$ cat config.mk
export PLATFORM = sky130hd
export DESIGN_NAME = tgap_top
export DESIGN_NICKNAME = d
export VERILOG_FILES = /design/src/rtl/tgap_pkg.sv /design/src/rtl/tgap_ctrl.sv /design/src/rtl/tgap_dpath.sv /design/src/rtl/tgap_top.sv
export SDC_FILE = /design/constraint.sdc
export NUM_CORES = 1
export LEC_CHECK = 0
export BUFFER_PORTS_ARGS = -buffer_cell sky130_fd_sc_hd__buf_2
export CORE_MARGIN = 2
export CORE_UTILIZATION = 29
export DETAILED_ROUTE_END_ITERATION = 16
export SLEW_MARGIN = 10
export SYNTH_ARGS = -nofsm -noshare
export SYNTH_HDL_FRONTEND = slang
export SYNTH_SLANG_ARGS = --single-unit
$ cat constraint.sdc
create_clock -name clk -period 5 [get_ports clk]
set_input_delay 0.75 -clock clk [delete_from_list [all_inputs] [get_ports clk]]
set_output_delay 0.75 -clock clk [all_outputs]
set_load 0.02 [all_outputs]
$ cat src/rtl/tgap_pkg.sv
package tgap_pkg;
  typedef enum logic [2:0] {
    K_SAME  = 3'd0,
    K_RW_SR = 3'd1,
    K_WR_SR = 3'd2,
    K_RR_DR = 3'd3,
    K_RW_DR = 3'd4,
    K_WW_DR = 3'd5,
    K_WR_DR = 3'd6
  } tgap_kind_t;

  localparam int NUM_KINDS = 7;
  localparam int NUM_EXTRA = NUM_KINDS - 1;

  typedef struct packed {
    logic restart;
    logic advance;
  } tgap_strb_t;
endpackage

$ cat src/rtl/tgap_ctrl.sv
module tgap_ctrl
  import tgap_pkg::*;
#(
  parameter int RANK_W = 2
) (
  input  logic              clk,
  input  logic              rstN,
  input  logic              issueStb,
  input  logic              candIsWrite,
  input  logic [RANK_W-1:0] candRank,
  input  logic              gapMet,
  output tgap_kind_t        kindSel,
  output tgap_strb_t        strb,
  output logic              issueOk
);
  logic              prevValid;
  logic              prevIsWrite;
  logic [RANK_W-1:0] prevRank;
  logic              accept;

  assign issueOk = !prevValid || gapMet;
  assign accept  = issueStb && issueOk;

  always_comb begin
    strb.restart = accept;
    strb.advance = !accept;
  end

  always_comb begin
    if (candRank == prevRank) begin
      if (prevIsWrite == candIsWrite) kindSel = K_SAME;
      else if (candIsWrite)           kindSel = K_RW_SR;
      else                            kindSel = K_WR_SR;
    end else begin
      case ({prevIsWrite, candIsWrite})
        2'b00:   kindSel = K_RR_DR;
        2'b01:   kindSel = K_RW_DR;
        2'b11:   kindSel = K_WW_DR;
        default: kindSel = K_WR_DR;
      endcase
    end
  end

  always_ff @(posedge clk or negedge rstN) begin
    if (!rstN) begin
      prevValid   <= 1'b0;
      prevIsWrite <= 1'b0;
      prevRank    <= '0;
    end else if (accept) begin
      prevValid   <= 1'b1;
      prevIsWrite <= candIsWrite;
      prevRank    <= candRank;
    end
  end

  AST_IGNORED_STB: assert property (@(posedge clk) disable iff (!rstN)
    (issueStb && !issueOk) |=> ($stable(prevIsWrite) && $stable(prevRank) && $stable(prevValid)));
endmodule

$ cat src/rtl/tgap_dpath.sv
module tgap_dpath
  import tgap_pkg::*;
#(
  parameter int GAP_W = 4
) (
  input  logic                            clk,
  input  logic                            rstN,
  input  tgap_strb_t                      strb,
  input  tgap_kind_t                      kindSel,
  input  logic [NUM_KINDS-1:0][GAP_W-1:0] baseGap,
  input  logic [NUM_EXTRA-1:0][GAP_W-1:0] extraGap,
  output logic                            gapMet
);
  localparam int CNT_W = GAP_W + 1;
  localparam logic [CNT_W-1:0] CNT_MAX = {CNT_W{1'b1}};

  logic [CNT_W-1:0] elapsed;
  logic [CNT_W-1:0] reqGap;
  logic [NUM_KINDS-1:0][CNT_W-1:0] kindGap;

  genvar k;
  generate
    for (k = 0; k < NUM_KINDS; k++) begin : g_kind
      if (k == 0) begin : g_plain
        assign kindGap[k] = {1'b0, baseGap[k]};
      end else begin : g_sum
        assign kindGap[k] = {1'b0, baseGap[k]} + {1'b0, extraGap[k-1]};
      end
    end
  endgenerate

  assign reqGap = kindGap[kindSel];
  assign gapMet = (elapsed >= reqGap);

  always_ff @(posedge clk or negedge rstN) begin
    if (!rstN)                              elapsed <= '0;
    else if (strb.restart)                  elapsed <= '0;
    else if (strb.advance && elapsed != CNT_MAX) elapsed <= elapsed + 1'b1;
  end

  AST_GAP_BLOCKS: assert property (@(posedge clk) disable iff (!rstN)
    ($past(strb.restart) && reqGap != '0) |-> !gapMet);

  AST_NO_WRAP: assert property (@(posedge clk) disable iff (!rstN)
    !strb.restart |=> (elapsed >= $past(elapsed)));
endmodule

$ cat src/rtl/tgap_top.sv
module tgap_top
  import tgap_pkg::*;
#(
  parameter int RANK_W = 2,
  parameter int GAP_W  = 4
) (
  input  logic                            clk,
  input  logic                            rstN,
  input  logic                            issueStb,
  input  logic                            candIsWrite,
  input  logic [RANK_W-1:0]               candRank,
  input  logic [NUM_KINDS-1:0][GAP_W-1:0] baseGap,
  input  logic [NUM_EXTRA-1:0][GAP_W-1:0] extraGap,
  output logic                            issueOk
);
  tgap_kind_t kindSel;
  tgap_strb_t strb;
  logic       gapMet;

  tgap_ctrl #(.RANK_W(RANK_W)) ctrl_i (
    .clk(clk), .rstN(rstN), .issueStb(issueStb), .candIsWrite(candIsWrite),
    .candRank(candRank), .gapMet(gapMet), .kindSel(kindSel), .strb(strb),
    .issueOk(issueOk)
  );

  tgap_dpath #(.GAP_W(GAP_W)) dpath_i (
    .clk(clk), .rstN(rstN), .strb(strb), .kindSel(kindSel),
    .baseGap(baseGap), .extraGap(extraGap), .gapMet(gapMet)
  );

  AST_OK_HOLDS: assert property (@(posedge clk) disable iff (!rstN)
    (issueOk && !issueStb) |=> (issueOk || !$stable(candIsWrite) || !$stable(candRank)
                                || !$stable(baseGap) || !$stable(extraGap)));
endmodule

Word level (Yosys, flattened, before mapping)
Cells that the tools add are included.

operators by class
  add/sub/neg operators = 7
  mux-type cells = 8
  magnitude comparators = 2
  eq/ne operators = 5
  reductions and logical operators = 7

operators by type and width
  operator                                            count
  adder 4 x 4 -> 5 bit                                6
  binary-select mux 5 bit (select 3 bit)              1
  two-way mux 5 bit                                   3
  one-hot mux 3 bit (3 select lines)                  1
  two-way mux 3 bit                                   2
  adder 5 x 1 -> 5 bit, second input constant         1
  greater-or-equal comparator 5 bit                   1
  inequality test 5 bit, second input constant        1
  < comparator 3 x 4 -> 1 bit, second input constant  1
  == test 2 x 1 -> 1 bit, second input constant       1
  == test 2 bit                                       1
  == test 2 bit, second input constant                1
  logical AND 1 bit                                   2
  zero test 1 bit                                     2
  zero test 2 bit                                     1
  two-way mux 2 bit                                   1
  nonzero test 2 bit                                  1
  == test 1 bit                                       1
  logical OR 1 bit                                    1

storage, ports and cells
  word-level logic and storage cells = 33
  output and inout bits = 1
  flip-flop bits (word level) = 9
  bits of input ports = 58

Depth between registers and ports, before layout
Gate-level depths: netlist of the first run.

  depth after elaboration = 12
  mapped depth = 16
  mapped depth without buffers = 14

By module
A second synthesis of the first run with hierarchy kept.

unflattened totals
  cells, all modules = 160
  area, all modules = 1601.5 µm²

by module, submodules not included
  module      cells an instance  instances  area each (µm²)  seq. area each (µm²)
  tgap_dpath  135                1          1313.8           125.1
  tgap_ctrl   25                 1          287.8            100.1

Worst setup path after synthesis of the first run
Ideal clock, no wire load.

  path type = input port to output port
  start = input port candIsWrite
  end = output port issueOk
  data required time = 4.250 ns
  path buffers = 1
  data arrival time = 3.563 ns
  slack = 0.687 ns
  stages = 14
  cells stage by stage = inv_1 > ha_1 > or2_2 > clkbuf_1 > mux2i_4 > mux4_2 > mux2_2 > ha_1 > nand2b_1 > a21oi_1 > nor2b_1 > o21a_1 > o21ai_0 > nand2b_1

on the way
  cells in the longest elaborated chain, start to end = 7
  elaborated cells on any way between the ends = 12
  those cells by class = 1 x order compare; 3 x eq/ne; 6 x mux; 2 x reduce/logical

RTL lines
  element                                                                  line                              source
  start, declared                                                          tgap_top.sv:10                    input logic candIsWrite,
  == test 2 bit, or another cell as far along                              tgap_ctrl.sv:35                   case ({prevIsWrite, candIsWrite})
  one-hot mux 3 bit (3 select lines) or two-way mux 3 bit (tied branches)  tgap_ctrl.sv:35, tgap_ctrl.sv:31
  two-way mux 3 bit *                                                      tgap_ctrl.sv:30                   if (candRank == prevRank) begin
  binary-select mux 5 bit (select 3 bit) *                                 tgap_dpath.sv:32                  assign reqGap = kindGap[kindSel];
  two-way mux 5 bit (implied by the code) *                                tgap_dpath.sv:32
  greater-or-equal comparator 5 bit *                                      tgap_dpath.sv:33                  assign gapMet = (elapsed >= reqGap);
  logical OR 1 bit *                                                       tgap_ctrl.sv:21                   assign issueOk = !prevValid || gapMet;
  end, declared                                                            tgap_top.sv:14                    output logic issueOk

Every way passes the cells marked *; elsewhere a longest branch is shown, timed or not. The select of a mux whose other input is x is not followed.

Final worst setup path of the first run
Same ends and word-level chain as after synthesis.

==> flow_summary.json, run 1 <==
{
  "ant_nets": 0,
  "cts_buffers": 3,
  "antenna_cells": 0,
  "clock_skew_ns": 0.005261,
  "grt_pass1_wl_mm": 5.851,
  "pin_count": 59,
  "cts.sinks": 9,
  "syn_to_final_growth_pct": 25.84,
  "ys_warn_count": 0,
  "die-height_um": 79.01,
  "critical_path.max_stage_delay_ns": 0.51,
  "ff2ff_path_depth": 13,
  "root_buffer": "clkbuf_8",
  "finalMaxSlewViolations": 0,
  "final_common_cell": "buf_2",
  "final_cell_mix": "buf_2, ha_1, a21o_1",
  "port_buffers": 58,
  "cts_setup_buffers": 0,
  "crit_start": "candIsWrite",
  "hold_viol": 0,
  "cts-resized-gates": 0,
  "vias": 1411,
  "synth_top_flop_cell": "dfrtp_1",
  "drt_iter0_drc": 65,
  "arrival_ns": 3.62,
  "syn_nets": 267,
  "drc_errors": 0,
  "final_cells": 299,
  "fin_setup_tns_ns": 0,
  "worst_slew_pin_slew_ns": 0.5473,
  "synth_area_leader_cell": "ha_1",
  "grt_usage": 0.1150,
  "async_flop_share": 1.000,
  "drt-vias-per-instance": 4.719,
  "end_kind": "primary output",
  "coreArea_um2": 5473,
  "start_kind": "input port",
  "insertion_delay_ns": 0.23,
  "drive_gt1_frac": 0.3216,
  "initial_core_util": 0.2981,
  "dieWidth_um": 79.01,
  "grt_max_degree": 18,
  "die_area_um2": 6242,
  "path_clk_slew_ns": 0.05,
  "reg2reg_slack_ns": 1.46,
  "rsz0062_at_grt": "false",
  "grt_overflow": 0,
  "fmax_ghz": 0.2288,
  "synth_edf_count": 0,
  "rows": 27,
  "ys_seq_elements": 9,
  "critical_path_required_ns": 4.25,
  "routabilityCongestion": 0.7697,
  "post_synth_num_cell_types": 35,
  "netlist_instances": 167,
  "path_max_fanout": 5,
  "ys_seq_area_frac": 0.1380,
  "postLayoutCoreUtil": 0.3752,
  "dr.pass1.iters": 4,
  "cts_hold_buffers": 0,
  "nNetsFinal": 328,
  "hold_path.class": "in2async",
  "grt_pass1_vias": 1355,
  "cts.htree.levels": 1,
  "synth.avg_cell_area_um2": 9.770,
  "timing.final.crit_share": 0.8742,
  "power-per-cell-area_nw_per_um2": 428.5,
  "place_hpwl_mm": 3.182,
  "maxCapViolations": 0,
  "slowest_stage": "mux4_2",
  "status": "finished, final reports clean",
  "n_fill_cell": 577,
  "power_leakage_nw": 1.086,
  "fin_crit_ns": 4.371,
  "critical_path_class": "in2out",
  "antenna_found_initial": 0,
  "tritoncts": "built",
  "worstReg2RegEnd": "ctrl_i.prevRank[1]",
  "netlist_area_um2": 1632,
  "synth_top_area_frac": 0.2761,
  "dp.cells": 295,
  "irDropWorstVdd_mv": 0.1495,
  "ys_top_cells_by_area": "ha_1, dfrtp_1, fa_1, mux2i_1, a21o_1",
  "clk_path_buf_depth": 2,
  "regToRegStartpoint": "ctrl_i.prevIsWrite",
  "path_cells": "buf_2 -> inv_1 -> ha_1 -> or2_2 -> mux2i_4 -> mux4_2 -> mux2_2 -> ha_1 -> nand2b_1 -> a21oi_1 -> nor2b_1 -> o21a_1 -> o21ai_0 -> nand2b_1 -> buf_2",
  "drt-total-wl_mm": 3.531,
  "slew_headroom": 0.6338,
  "post_drt_wl_per_cell_um": 11.81,
  "setup_viol": 0
}
[through the flow]
stage	power [W]	area [um^2]	hold slack, ns	setup slack, ns
6_report	0.0008798	2053	0.3627	0.6290
5_1_grt	0.0009835	2053	0.3727	0.4174
4_1_cts	0.0008959	2053	0.3688	0.5995
3_5_place_dp	0.0008075	2008	0.4563	0.6110
3_3_place_gp	0.0007944	2008	0.4514	0.6779
2_1_floorplan	0.0006482	1632	0.4407	0.6872
[cells by family after synthesis]
logic type                 after synthesis  share of synthesized area
buffers and inverters                   10                    0.02531
xor gates and xnor gates                17                    0.09126
DFF                                      9                     0.1380
and+or+nand+nor                         27                    0.08435
muxes                                   17                     0.1250
AOI/OAI and AO/OA                       45                     0.1863
adders and majority gates               42                     0.3497
[worst max path at each step]
stage | end | cells past startpoint
after floorplan | issueOk | 14
after global placement | issueOk | 15
after detailed placement | issueOk | 15
after CTS | issueOk | 15
after global routing | issueOk | 15
final | issueOk | 15
[synthesized netlist by cell type, types with 2 or more instances]
cell type  instances
mux2i_1           10
o21ai_0            5
xnor2_1            9
a21oi_1           10
a211oi_1           4
a31oi_1            2
nand2_1            4
o211ai_1           2
nand3_1            3
clkbuf_1           3
or2_2              2
xor2_1             8
nor2b_1            2
o21a_1             2
dfrtp_1            9
fa_1               6
nor2_1            10
ha_1              36
o31ai_1            2
nand2b_1           3
inv_1              6
a21o_1            13
mux2_2             4
[report_power, final]
group	internal, W	leakage, nW	total (W)	switching, W
clock	0.0000555	0.0228	0.0000835	0.0000280
combinational	0.000316	0.957	0.000657	0.000341
sequential	0.000108	0.106	0.000139	0.0000309
total	0.000480	1.09	0.000880	0.000400
[sequential cells by signal, summed over array words and instances, names as in the netlist]
register and cells:
dpath_i.elapsed 5, ctrl_i.prevIsWrite 1, ctrl_i.prevRank 2, ctrl_i.prevValid 1
[area by class of cell]
cell class	count	area [um^2]	share of cell area
well taps	72	90.09	0.04388
multi-input cells	148	1365	0.6648
repair buffers	60	305.3	0.1487
flip-flops and latches	9	225.2	0.1097
inverters	6	22.52	0.01097
clock buffers	4	45.04	0.02194
[critical path: cells and delay by family]
kind | cells | cell delay, ns
AO/OA/AOI/OAI | 3 | 0.46
adder cells (fa/ha/maj) | 2 | 0.48
buffers and inverters | 3 | 0.33
multiplexers | 3 | 0.97
AND/OR/NAND/NOR | 4 | 0.63
[per-layer routing]
layer  global-route usage  vias up  wire [um]
li1                     -      736          -
met1               0.1509      631       1647
met2               0.2008       44       1669
met3              0.02159        0        214
met4              0.01552        0          0
met5                    0        -          0
Note: power is estimated with default switching activity, not from simulation.
==> run 2, diff against run 1 <==
--- a/config.mk
+++ b/config.mk
@@ -7,8 +7,9 @@
 export LEC_CHECK = 0
 export BUFFER_PORTS_ARGS = -buffer_cell sky130_fd_sc_hd__buf_2
 export CORE_MARGIN = 2
-export CORE_UTILIZATION = 29
+export CORE_UTILIZATION = 51
 export DETAILED_ROUTE_END_ITERATION = 16
+export PLACE_DENSITY = 0.82
 export SLEW_MARGIN = 10
 export SYNTH_ARGS = -nofsm -noshare
 export SYNTH_HDL_FRONTEND = slang
==> run 2 against run 1 <==
Sequential cell count is the same; largest power group unchanged; setup slack worse by 0.22 ns; clock power decreased by 31%; critical path type unchanged; combinational power shrank 0.6%; non-clock buffer count is 1 lower; sequential share of layout area up 0.34 points.
==> flow_summary.json, run 2 (synthesis results as in run 1) <==
{
  "cts_setup_buffers": 0,
  "path_max_fanout": 9,
  "cts_buffers": 3,
  "antenna_cells": 0,
  "critical_path.max_stage_delay_ns": 0.54,
  "dieWidth_um": 60.56,
  "irDropWorstVdd_mv": 0.2261,
  "regMostFlops": "dpath_i.elapsed",
  "largest_reg_flops": 5,
  "slowest_stage": "mux4_2",
  "clock_skew_ns": 0.0007863,
  "port_buffers": 58,
  "tritoncts": "built",
  "place_hpwl_mm": 2.968,
  "vias": 1432,
  "setup_viol": 0,
  "power_leakage_nw": 1.073,
  "cts_hold_buffers": 0,
  "power-per-cell-area_nw_per_um2": 426.5,
  "rsz0062_at_grt": "false",
  "arrival_ns": 3.85,
  "dr.pass1.iters": 4,
  "grt_overflow": 0,
  "cts-resized-gates": 0,
  "antenna_found_initial": 0,
  "clk_path_buf_depth": 2,
  "fin_crit_ns": 4.595,
  "largest_registers": "dpath_i.elapsed x5, ctrl_i.prevRank x2",
  "final_cell_mix": "buf_2, ha_1, a21o_1",
  "path_cells": "buf_2 -> inv_1 -> ha_1 -> or2_2 -> mux2i_4 -> mux4_2 -> mux2_2 -> ha_1 -> nand2b_1 -> a21oi_1 -> nor2b_1 -> o21a_1 -> o21ai_0 -> nand2b_1 -> buf_2",
  "drt_iter0_drc": 29,
  "grt_usage": 0.1964,
  "grt_pass1_wl_mm": 5.547,
  "cts.htree.levels": 1,
  "syn_to_final_growth_pct": 22.09,
  "critical_path_class": "in2out",
  "fmax_ghz": 0.2176,
  "timing.final.crit_share": 0.9190,
  "die_area_um2": 3668,
  "nNetsFinal": 327,
  "rows": 20,
  "drive_gt1_frac": 0.3186,
  "reg2reg_slack_ns": 1.23,
  "start_kind": "input port",
  "hold_path.class": "in2async",
  "maxCapViolations": 0,
  "drc_errors": 0,
  "end_kind": "primary output",
  "post_drt_wl_per_cell_um": 12.33,
  "grt_pass1_vias": 1397,
  "cts.sinks": 9,
  "root_buffer": "clkbuf_4",
  "pin_count": 59,
  "grt_max_degree": 14,
  "initial_core_util": 0.5344,
  "routabilityCongestion": 0.8039,
  "final_common_cell": "buf_2",
  "finalMaxSlewViolations": 0,
  "fin_setup_tns_ns": 0,
  "timing.hold.ws_ns": 0.3254,
  "ant_nets": 0,
  "drt-total-wl_mm": 3.329,
  "drt-vias-per-instance": 5.304,
  "coreArea_um2": 3053,
  "status": "finished, final reports clean",
  "hold_viol": 0,
  "slew_headroom": 0.6192,
  "path_clk_slew_ns": 0.06,
  "insertion_delay_ns": 0.26,
  "worst_slew_pin_slew_ns": 0.5691,
  "critical_path_required_ns": 4.25,
  "die-height_um": 60.56
}
## run 2: worst paths after layout
check,from,to,cells after the start
hold / removal,rstN,ctrl_i.prevRank[0],1
hold reg to reg,ctrl_i.prevValid,ctrl_i.prevValid,1
setup reg to reg,ctrl_i.prevIsWrite,ctrl_i.prevRank[0],13
max in group asynchronous,rstN,dpath_i.elapsed[1],1
setup / recovery,candIsWrite,issueOk,15
min in group clk,ctrl_i.prevValid,ctrl_i.prevValid,1
## run 2: metal layers
metal | vias up | track usage | routed length [um]
li1 | 733 | - | -
met1 | 653 | 0.2414 | 1463
met2 | 46 | 0.3579 | 1653
met3 | 0 | 0.04904 | 212
met4 | 0 | 0.02174 | 0
met5 | - | 0 | 0
## run 2: critical path, delay by kind of cell
family                   cells  cell delay [ns]
AO/OA/AOI/OAI                3             0.47
buffers and inverters        3             0.34
multiplexers                 3             1.16
adder cells (fa/ha/maj)      2             0.49
AND/OR/NAND/NOR              4             0.64
## run 2: cell type report
class / count / area, um^2
Multi-Input combinational cell: 148 / 1365
Clock buffer: 4 / 26.28
Fill cell: 289 / 1061
Tap cell: 44 / 55.05
Sequential cell: 9 / 225.2
Timing Repair Buffer: 59 / 297.8
Inverter: 6 / 22.52
## run 2: report_power, final
group          switching (W)  internal, W
Combinational       0.000341     0.000313
Clock              0.0000264    0.0000308
Sequential         0.0000313     0.000108
Total               0.000398     0.000451
## run 2: through the flow
| step | total power, W | area, um^2 | util | std cells | setup slack (ns) |
|---|---|---|---|---|---|
| final | 0.0008495 | 1992 | 0.6525 | 270 | 0.4049 |
| after global routing | 0.0009455 | 1992 | 0.6525 | 270 | 0.2172 |
| after CTS | 0.0008564 | 1992 | 0.6525 | 270 | 0.3983 |
| after detailed placement | 0.0007962 | 1966 | 0.6439 | 266 | 0.4015 |
| after global placement | 0.0007706 | 1966 | 0.6439 | 266 | 0.5095 |
| after floorplan | 0.0006482 | 1632 | - | 167 | 0.6872 |
